<file path="config.mk">
export PLATFORM = sky130hd
export DESIGN_NAME = irq_entry_seq
export DESIGN_NICKNAME = d
export VERILOG_FILES = /design/src/rtl/irq_seq_pkg.sv /design/src/rtl/irq_req_arb.sv /design/src/rtl/irq_stop_timer.sv /design/src/rtl/irq_entry_seq.sv
export SDC_FILE = /design/constraint.sdc
export NUM_CORES = 1
export LEC_CHECK = 0
export BUFFER_PORTS_ARGS = -buffer_cell sky130_fd_sc_hd__buf_2
export CORE_ASPECT_RATIO = 1.2
export CORE_MARGIN = 8
export CORE_UTILIZATION = 55
export DETAILED_ROUTE_END_ITERATION = 8
export GPL_ROUTABILITY_DRIVEN = 1
export PLACE_DENSITY = 0.84
export SYNTH_ARGS = -nofsm -noshare
export SYNTH_HDL_FRONTEND = slang
export SYNTH_SLANG_ARGS = --single-unit
</file>
<file path="constraint.sdc">
create_clock -name clk -period 4.2 [get_ports clk]
set_clock_uncertainty 0.1 [all_clocks]
set_input_delay 0.84 -clock clk [delete_from_list [all_inputs] [get_ports clk]]
set_output_delay 0.84 -clock clk [all_outputs]
set_load 0.005 [all_outputs]
</file>
<file path="src/rtl/irq_seq_pkg.sv">
package irq_seq_pkg;
  localparam int unsigned CTX_BYTES = 9;
  localparam int unsigned CCR_I_BIT = 4;
  localparam int unsigned CCR_X_BIT = 6;

  typedef enum logic [3:0] {
    ST_IDLE, ST_PUSH, ST_VHI, ST_VLO, ST_LOAD,
    ST_WAIT, ST_STOP, ST_RECOV, ST_RESUME
  } seq_state_t;

  typedef struct packed {
    logic [15:0] pc;
    logic [15:0] iy;
    logic [15:0] ix;
    logic [7:0]  b;
    logic [7:0]  a;
    logic [7:0]  ccr;
  } cpu_ctx_t;

  // Byte pushed at step k (R1 order).
  function automatic logic [7:0] ctx_byte(cpu_ctx_t c, logic [3:0] k);
    case (k)
      4'd0: return c.pc[7:0];
      4'd1: return c.pc[15:8];
      4'd2: return c.iy[7:0];
      4'd3: return c.iy[15:8];
      4'd4: return c.ix[7:0];
      4'd5: return c.ix[15:8];
      4'd6: return c.b;
      4'd7: return c.a;
      default: return c.ccr;
    endcase
  endfunction

  function automatic logic [15:0] stack_addr(logic [15:0] sp, logic [3:0] k);
    return sp - {12'd0, k};
  endfunction

  function automatic logic [15:0] sp_after(logic [15:0] sp);
    return sp - 16'(CTX_BYTES);
  endfunction

  function automatic logic [7:0] ccr_masked(logic [7:0] ccr);
    return ccr | (8'd1 << CCR_I_BIT);
  endfunction
endpackage

</file>
<file path="src/rtl/irq_req_arb.sv">
module irq_req_arb #(
  parameter logic [15:0] VEC_XIRQ = 16'hFFF4,
  parameter logic [15:0] VEC_IRQ  = 16'hFFF2
) (
  input  logic        clk,
  input  logic        rst_n,
  input  logic        irq_line,
  input  logic        edge_mode,
  input  logic        xirq,
  input  logic        int_req,
  input  logic [15:0] int_vec,
  input  logic        i_mask,
  input  logic        x_mask,
  input  logic        take,
  output logic        svc_any,
  output logic        wake_any,
  output logic [15:0] svc_vec
);
  logic irq_prev, irq_pend;
  logic irq_rise, irq_act, svc_x, svc_i, svc_n, irq_taken;

  assign irq_rise  = irq_line & ~irq_prev;
  assign irq_act   = edge_mode ? (irq_pend | irq_rise) : irq_line;
  assign svc_x     = xirq & ~x_mask;
  assign svc_i     = irq_act & ~i_mask;
  assign svc_n     = int_req & ~i_mask;
  assign svc_any   = svc_x | svc_i | svc_n;
  assign wake_any  = svc_any | xirq;
  assign irq_taken = take & ~svc_x & svc_i;

  always_comb begin
    if (svc_x)      svc_vec = VEC_XIRQ;
    else if (svc_i) svc_vec = VEC_IRQ;
    else            svc_vec = int_vec;
  end

  always_ff @(posedge clk or negedge rst_n) begin
    if (!rst_n) begin
      irq_prev <= 1'b0;
      irq_pend <= 1'b0;
    end else begin
      irq_prev <= irq_line;
      irq_pend <= edge_mode & (irq_pend | irq_rise) & ~irq_taken;
    end
  end
endmodule

</file>
<file path="src/rtl/irq_stop_timer.sv">
module irq_stop_timer #(
  parameter int unsigned LONG_CYC  = 4064,
  parameter int unsigned SHORT_CYC = 4
) (
  input  logic clk,
  input  logic rst_n,
  input  logic start,
  input  logic long_sel,
  output logic expired
);
  localparam int unsigned CW = (LONG_CYC > 2) ? $clog2(LONG_CYC) : 1;
  localparam logic [CW-1:0] LOAD_LONG  = CW'(LONG_CYC - 1);
  localparam logic [CW-1:0] LOAD_SHORT = CW'(SHORT_CYC - 1);

  logic [CW-1:0] cnt;
  logic          running;

  assign expired = running && (cnt == '0);

  always_ff @(posedge clk or negedge rst_n) begin
    if (!rst_n) begin
      cnt     <= '0;
      running <= 1'b0;
    end else if (start) begin
      running <= 1'b1;
      cnt     <= long_sel ? LOAD_LONG : LOAD_SHORT;
    end else if (expired) begin
      running <= 1'b0;
    end else if (running) begin
      cnt <= cnt - 1'b1;
    end
  end
endmodule

</file>
<file path="src/rtl/irq_entry_seq.sv">
module irq_entry_seq
  import irq_seq_pkg::*;
#(
  parameter logic [15:0] VEC_XIRQ  = 16'hFFF4,
  parameter logic [15:0] VEC_IRQ   = 16'hFFF2,
  parameter int unsigned STOP_LONG  = 4064,
  parameter int unsigned STOP_SHORT = 4
) (
  input  logic        clk,
  input  logic        rst_n,
  input  logic        irq_line,
  input  logic        irq_edge_mode,
  input  logic        xirq_line,
  input  logic        int_req,
  input  logic [15:0] int_vec,
  input  logic        wait_cmd,
  input  logic        stop_cmd,
  input  logic        stop_long_dly,
  input  logic [7:0]  ccr_in,
  input  logic [15:0] pc_in,
  input  logic [15:0] iy_in,
  input  logic [15:0] ix_in,
  input  logic [7:0]  acc_a_in,
  input  logic [7:0]  acc_b_in,
  input  logic [15:0] sp_in,
  input  logic [7:0]  rd_data,
  output logic        bus_valid,
  output logic        bus_rw,
  output logic [15:0] bus_addr,
  output logic [7:0]  bus_wdata,
  output logic        pc_load,
  output logic [15:0] pc_new,
  output logic [15:0] sp_new,
  output logic [7:0]  ccr_new,
  output logic        stop_resume
);
  localparam logic [3:0] LAST_IDX = 4'(CTX_BYTES - 1);

  seq_state_t  state;
  logic [3:0]  idx;
  cpu_ctx_t    ctx;
  logic [15:0] sp_q, vec_q;
  logic [7:0]  vhi_q, vlo_q;
  logic        to_wait_q, svc_q;

  logic        svc_any, wake_any, expired, take, grab_ctx, timer_start;
  logic [15:0] svc_vec;

  // Named internal events (used by the checker)
  logic push_step, vec_hi_step, vec_lo_step, in_recov;
  assign push_step   = (state == ST_PUSH);
  assign vec_hi_step = (state == ST_VHI);
  assign vec_lo_step = (state == ST_VLO);
  assign in_recov    = (state == ST_RECOV);

  assign take = ((state == ST_IDLE || state == ST_WAIT) && svc_any) ||
                ((state == ST_STOP) && wake_any);
  assign grab_ctx = (state == ST_IDLE && (svc_any || wait_cmd)) ||
                    (state == ST_STOP && wake_any);
  assign timer_start = (state == ST_STOP) && wake_any;

  irq_req_arb #(.VEC_XIRQ(VEC_XIRQ), .VEC_IRQ(VEC_IRQ)) u_arb (
    .clk(clk), .rst_n(rst_n), .irq_line(irq_line), .edge_mode(irq_edge_mode),
    .xirq(xirq_line), .int_req(int_req), .int_vec(int_vec),
    .i_mask(ccr_in[CCR_I_BIT]), .x_mask(ccr_in[CCR_X_BIT]), .take(take),
    .svc_any(svc_any), .wake_any(wake_any), .svc_vec(svc_vec)
  );

  irq_stop_timer #(.LONG_CYC(STOP_LONG), .SHORT_CYC(STOP_SHORT)) u_tmr (
    .clk(clk), .rst_n(rst_n), .start(timer_start), .long_sel(stop_long_dly),
    .expired(expired)
  );

  always_ff @(posedge clk or negedge rst_n) begin
    if (!rst_n) begin
      state     <= ST_IDLE;
      idx       <= '0;
      ctx       <= '0;
      sp_q      <= '0;
      vec_q     <= '0;
      vhi_q     <= '0;
      vlo_q     <= '0;
      to_wait_q <= 1'b0;
      svc_q     <= 1'b0;
    end else begin
      if (grab_ctx) begin
        ctx  <= '{pc: pc_in, iy: iy_in, ix: ix_in, b: acc_b_in, a: acc_a_in, ccr: ccr_in};
        sp_q <= sp_in;
      end
      if (take) vec_q <= svc_vec;
      unique case (state)
        ST_IDLE: begin
          idx <= '0;
          if (svc_any) begin
            state <= ST_PUSH; to_wait_q <= 1'b0;
          end else if (wait_cmd) begin
            state <= ST_PUSH; to_wait_q <= 1'b1;
          end else if (stop_cmd) begin
            state <= ST_STOP;
          end
        end
        ST_PUSH: begin
          if (idx == LAST_IDX) begin
            idx   <= '0;
            state <= to_wait_q ? ST_WAIT : ST_VHI;
          end else begin
            idx <= idx + 1'b1;
          end
        end
        ST_WAIT:  if (svc_any) state <= ST_VHI;
        ST_VHI:   begin vhi_q <= rd_data; state <= ST_VLO; end
        ST_VLO:   begin vlo_q <= rd_data; state <= ST_LOAD; end
        ST_LOAD:  state <= ST_IDLE;
        ST_STOP:  if (wake_any) begin svc_q <= svc_any; state <= ST_RECOV; end
        ST_RECOV: if (expired) begin
          to_wait_q <= 1'b0;
          state     <= svc_q ? ST_PUSH : ST_RESUME;
        end
        ST_RESUME: state <= ST_IDLE;
        default:   state <= ST_IDLE;
      endcase
    end
  end

  assign bus_valid   = push_step || vec_hi_step || vec_lo_step;
  assign bus_rw      = !push_step;
  assign bus_addr    = push_step   ? stack_addr(sp_q, idx) :
                       vec_hi_step ? vec_q :
                       vec_lo_step ? vec_q + 16'd1 : 16'd0;
  assign bus_wdata   = push_step ? ctx_byte(ctx, idx) : 8'd0;
  assign pc_load     = (state == ST_LOAD);
  assign pc_new      = {vhi_q, vlo_q};
  assign sp_new      = sp_after(sp_q);
  assign ccr_new     = ccr_masked(ctx.ccr);
  assign stop_resume = (state == ST_RESUME);
endmodule

</file>
; Yosys cells after proc, flatten, opt, wreduce, memory -nomap -nowiden
; Index checks and enable logic that the tools add are counted.
; Widths: inputs -> output; s select.
[op_classes]
n_eq_ne = 23
n_shift = 0
n_mux = 29
bitwise = 17
magnitude_cmp = 0
reduce_logical = 22
add_sub_neg = 5
multipliers = 0
n_div = 0
[op_table]
columns = op, n
row1 = $mux 16, 5
row2 = $pmux 8 s8, 1
row3 = $mux 12, 4
row4 = $mux 4, 9
row5 = $eq 4x3->1 const B, 8
row6 = $pmux 4 s7, 1
row7 = $add 16x1->16 const B, 1
row8 = $eq 4x2->1 const B, 4
row9 = $sub 16x4->16, 1
row10 = $sub 16x4->16 const B, 1
row11 = $logic_not 12->1, 1
row12 = $sub 12x1->12 const B, 1
row13 = $and 1x1->1, 8
row14 = $eq 4x1->1 const B, 2
row15 = $eq 4x4->1 const B, 2
row16 = $logic_not 4->1, 2
row17 = $mux 8, 1
row18 = $pmux 4 s2, 1
row19 = $reduce_bool 2->1, 4
row20 = $logic_or 1x1->1, 6
row21 = $ne 2x2->1 const B, 3
row22 = $mux 1, 5
row23 = $not 1->1, 5
row24 = $reduce_and 5->1, 1
row25 = 11 further kinds, 19
[word_totals]
n_memories = 0
ram_bits = 0
latchBits = 0
inputBits = 121
romBits = 0
word_cells = 114
regBits = 145

; Logic depth before layout (Yosys ltp)
[logic_depth]
ltp_word = 14
ltp_mapped = 10

; Cells and area by module
; Synthesis repeated with hierarchy kept, for this count alone.
[unflattened]
cells_unflattened = 723
area_unflattened_um2 = 7778.7
[by_module_without_submodules]
columns = module, cells_each, area_per_inst_um2, n_inst
row1 = irq_entry_seq, 611, 6765.2, 1
row2 = irq_stop_timer, 79, 760.7, 1
row3 = irq_req_arb, 33, 252.7, 1

; Worst setup path before layout
; OpenSTA, ideal clock, no wires.
[synth_timing]
kind = flip-flop to output port
startpoint = register idx[3]
endpoint = output port bus_addr[8]
slack_ns = 1.065
path_buffers = 3
arrival_time_ns = 2.195
path_stages_with_launch = 11
cell_sequence = dfrtp_1 > clkbuf_1 > inv_1 > clkbuf_1 > ha_1 > or2_2 > clkbuf_1 > o21bai_1 > nor4_1 > xnor2_1 > o22ai_1
[synth_between]
elab_chain_len = 2
[synth_rtl]
columns = item, line
row1 = from (decl), irq_entry_seq.sv:40  ; logic [3:0] idx;
row2 = from (signal assigned), irq_entry_seq.sv:107  ; idx <= idx + 1'b1;
row3 = $sub 16x4->16, irq_seq_pkg.sv:36  ; return sp - {12'd0, k};
row4 = $mux 16, irq_entry_seq.sv:127  ; assign bus_addr = push_step ? stack_addr(sp_q, idx) :
row5 = to (decl), irq_entry_seq.sv:29  ; output logic [15:0] bus_addr,
; Every way passes these cells.

; Worst setup path after layout
[layout_timing]
startpoint = register idx[3]
endpoint = output port bus_addr[14]
; The elaborated chain is that of the path after synthesis.

==> metrics.yaml <==
power_and_ir_drop:
  seqPwrFrac_pct: 33.7
  sw_frac_of_total_pct: 37.0
  peakVddDrop_mv: 0.550
  total_power_uw: 7990
  switchingPower_uw: 2960
  p_leak_uw: 0.00451
  p_per_area_nw_per_um2: 835
  intPower_uw: 5030
  power_frac_comb_pct: 45.4
  clock_power_share_pct: 20.9
yosys:
  synth_top_area_share_pct: 45.8
  avgSynthCellArea_um2: 10.9
  async_flop_share_pct: 100
  synthTopCellsByArea: "dfrtp_1 (46%), mux2_2 (12%), xnor2_1 (4.1%), mux2_4 (3.8%), nand2_1 (2.7%)"
  synthFlopType: "dfrtp_1"
  synth_common_cells: "dfrtp_1 (145), mux2_2 (85), nand2_1 (57)"
  yosysMostFrequentCell: "dfrtp_1"
  synthDistinctLibCells: 74
  netlist_instances: 729
  synth-edff-count: 0
  synth-seq-cells: 145
  synth_nets: 863
  syn_area_um2: 7930
  seq_area_frac_synth_pct: 45.8
  netlist.top_cell.by_area: "dfrtp_1"
  yosys_warnings: 0
placed_design:
  pre_cts_ws_ps: 924
  globalplace.congestion: 0.889
  dp_hpwl_um: 15000
  numPortBuffers: 187
clock_tree:
  htree_levels: 4
  cts_tree: "yes"
  clk_path_buf_depth: 2
  cts.reportedPaths.clkPinSlew_ps: 60
  cts_hold_repair.buffers: 0
  clkLatencyLatePin_ps: 420
  post_cts.repair.setup_buffers: 0
  cts_buffers: 17
  ctsResizeCount: 0
  root_buffer: "clkbuf_16"
  clock-sinks: 145
timing:
  fin_ws_ps: 445
  hold_viol: 0
  rsz0062_at_grt: "false"
  fin_hold_ws_ps: 374
  drv_slew: 0
  fin_crit_sh_pct: 89.4
  worstMarginPinSlew_ps: 908
  period_needed_ps: 3750
  slew-limit-headroom_pct: 39.5
  tns_ps: 0
  setup_viol: 0
  fmax_mhz: 266
floorplan:
  ioPinCount: 189
  die_w_um: 126
  die-area_um2: 18500
  die_y_um: 148
  rows: 48
  core_um2: 14200
  initial_core_util_pct: 55.7
setup_path:
  critPathKind: "reg2out"
  path_delay_family: "simple AND/OR/NAND/NOR gates"
  path_cells: "inv_1 > ha_1 > or2_2 > o21bai_1 > nor4_1 > xnor2_1 > o22ai_1 > buf_2"
  slowest_delay_ps: 550
  worstPathMaxFanout: 11
  start_kind: "register"
  critical_path.slowest_cell: "dfrtp_1"
  cp.arrival_ps: 2810
  crit_path_end_kind: "output pin"
  worst-path-buf-inv: 2
  cp.required_ps: 3260
final_layout:
  nets: 1027
  syn2layout_area_growth_pct: 20.6
  drive_gt1_share_pct: 39.3
  antennaDiodeCount: 0
grt:
  grt_pass1_wl_um: 33200
  grt_usage_pct: 22.6
  grt_max_degree: 99
  grt_pass1_vias: 6344
  grt_overflow: 0
  antenna_found_initial: 0
routing:
  drtAntennaViolNets: 0
  vias_per_cell: 5.72
  routed_wl_um: 20700
  wire_per_inst_um: 19.2
  first_pass_iters: 6
  drtIter0Drc: 435
  drc: 0
  vias: 6185
outcome:
  outcome: "finished clean"
hold_path:
  hold_path_class: "reg2reg"
run:
  cap_viol_max_count: 0
## tightest hold or removal path, delay by kind of cell (launching register included)
family | cells | cell delay, ps
flops | 1 | 340
simple gates | 2 | 100
## metrics by stage
stage | instance area [µm²] | utilization [%] | instances
global placement | 8910 | 62.6 | 1049
global route | 9560 | 67.2 | 1081
floorplan | 7930 | - | 729
CTS | 9560 | 67.2 | 1081
detailed placement | 8910 | 62.6 | 1049
finish | 9560 | 67.2 | 1081
## registers in the layout, summed over array words and instances (netlist names)
register / cells
ctx: 65
sp_q: 16
vec_q: 16
u_tmr.cnt: 12
vhi_q: 8
vlo_q: 8
ccr_new: 7
idx: 4
state: 4
svc_q: 1
to_wait_q: 1
u_arb.irq_pend: 1
u_arb.irq_prev: 1
u_tmr.running: 1
## metal layers
| layer | vias up | global-route usage (%) | part of all wire [%] |
|---|---|---|---|
| met3 | 27 | 7.39 | 7.1 |
| li1 | 2917 | - | - |
| met2 | 214 | 37.4 | 50 |
| met1 | 3027 | 26.9 | 41 |
| met5 | - | 0 | 0 |
| met4 | 0 | 8.48 | 2.1 |
## power by group through the flow
stage	combinational [µW]	clock, µW	sequential [µW]
global placement	3550	0	2650
detailed placement	3620	0	2690
finish	3620	1670	2690
floorplan	2740	0	2470
global route	3950	1750	2770
CTS	3660	1700	2680
## cells in the final DEF (no fill, tap or decap), types with 11 or more instances in the layout
cell type / netlist / layout
ha_1: 12 / 12
nor4_1: 11 / 11
xnor2_1: 37 / 37
a21oi_1: 28 / 28
xor2_1: 12 / 12
nand3_1: 14 / 14
nand2_1: 57 / 57
mux2_4: 20 / 20
o22ai_1: 13 / 13
o21ai_0: 14 / 14
nor3_1: 18 / 18
mux2i_1: 18 / 18
mux2_2: 85 / 85
clkbuf_16: 0 / 17
nor2_1: 43 / 43
inv_1: 34 / 34
dfrtp_1: 145 / 145
a22oi_1: 17 / 17
buf_2: 11 / 186
## layout make-up
cell class                 count  area, µm²
timing repair buffer         196       1030
inverter                      34        128
fill                        1095       4670
clock inverter                15        230
clock buffer                  17        425
multi-input combinational    499       3900
sequential                   145       3630
tap                          175        219
## logic make-up (layout without fill, tap and decap cells)
| family | after synthesis | after routing | synth area share [%] |
|---|---|---|---|
| other cells | 1 | 1 | 0.0473 |
| compound gates | 117 | 117 | 10.4 |
| fa+ha+maj | 13 | 13 | 2.15 |
| flops | 145 | 145 | 45.8 |
| xor+xnor | 49 | 49 | 5.41 |
| simple gates | 196 | 196 | 13.0 |
| mux | 123 | 123 | 18.1 |
| buf+inv | 85 | 262 | 5.05 |
## path summary, 6_finish.rpt
check                               endpoint     start  slack, ps  cells after the start
max in group asynchronous             idx[0]     rst_n       2790                      2
worst max-delay path            bus_addr[14]    idx[3]        450                      8
min in group asynchronous            ctx[23]     rst_n        410                      1
worst min register to register      vhi_q[1]  vhi_q[1]        370                      2
worst max register to register      state[2]    idx[1]       1650                      7
worst min-delay path                vhi_q[1]  vhi_q[1]        370                      2
(Power assumes the default switching activity.)
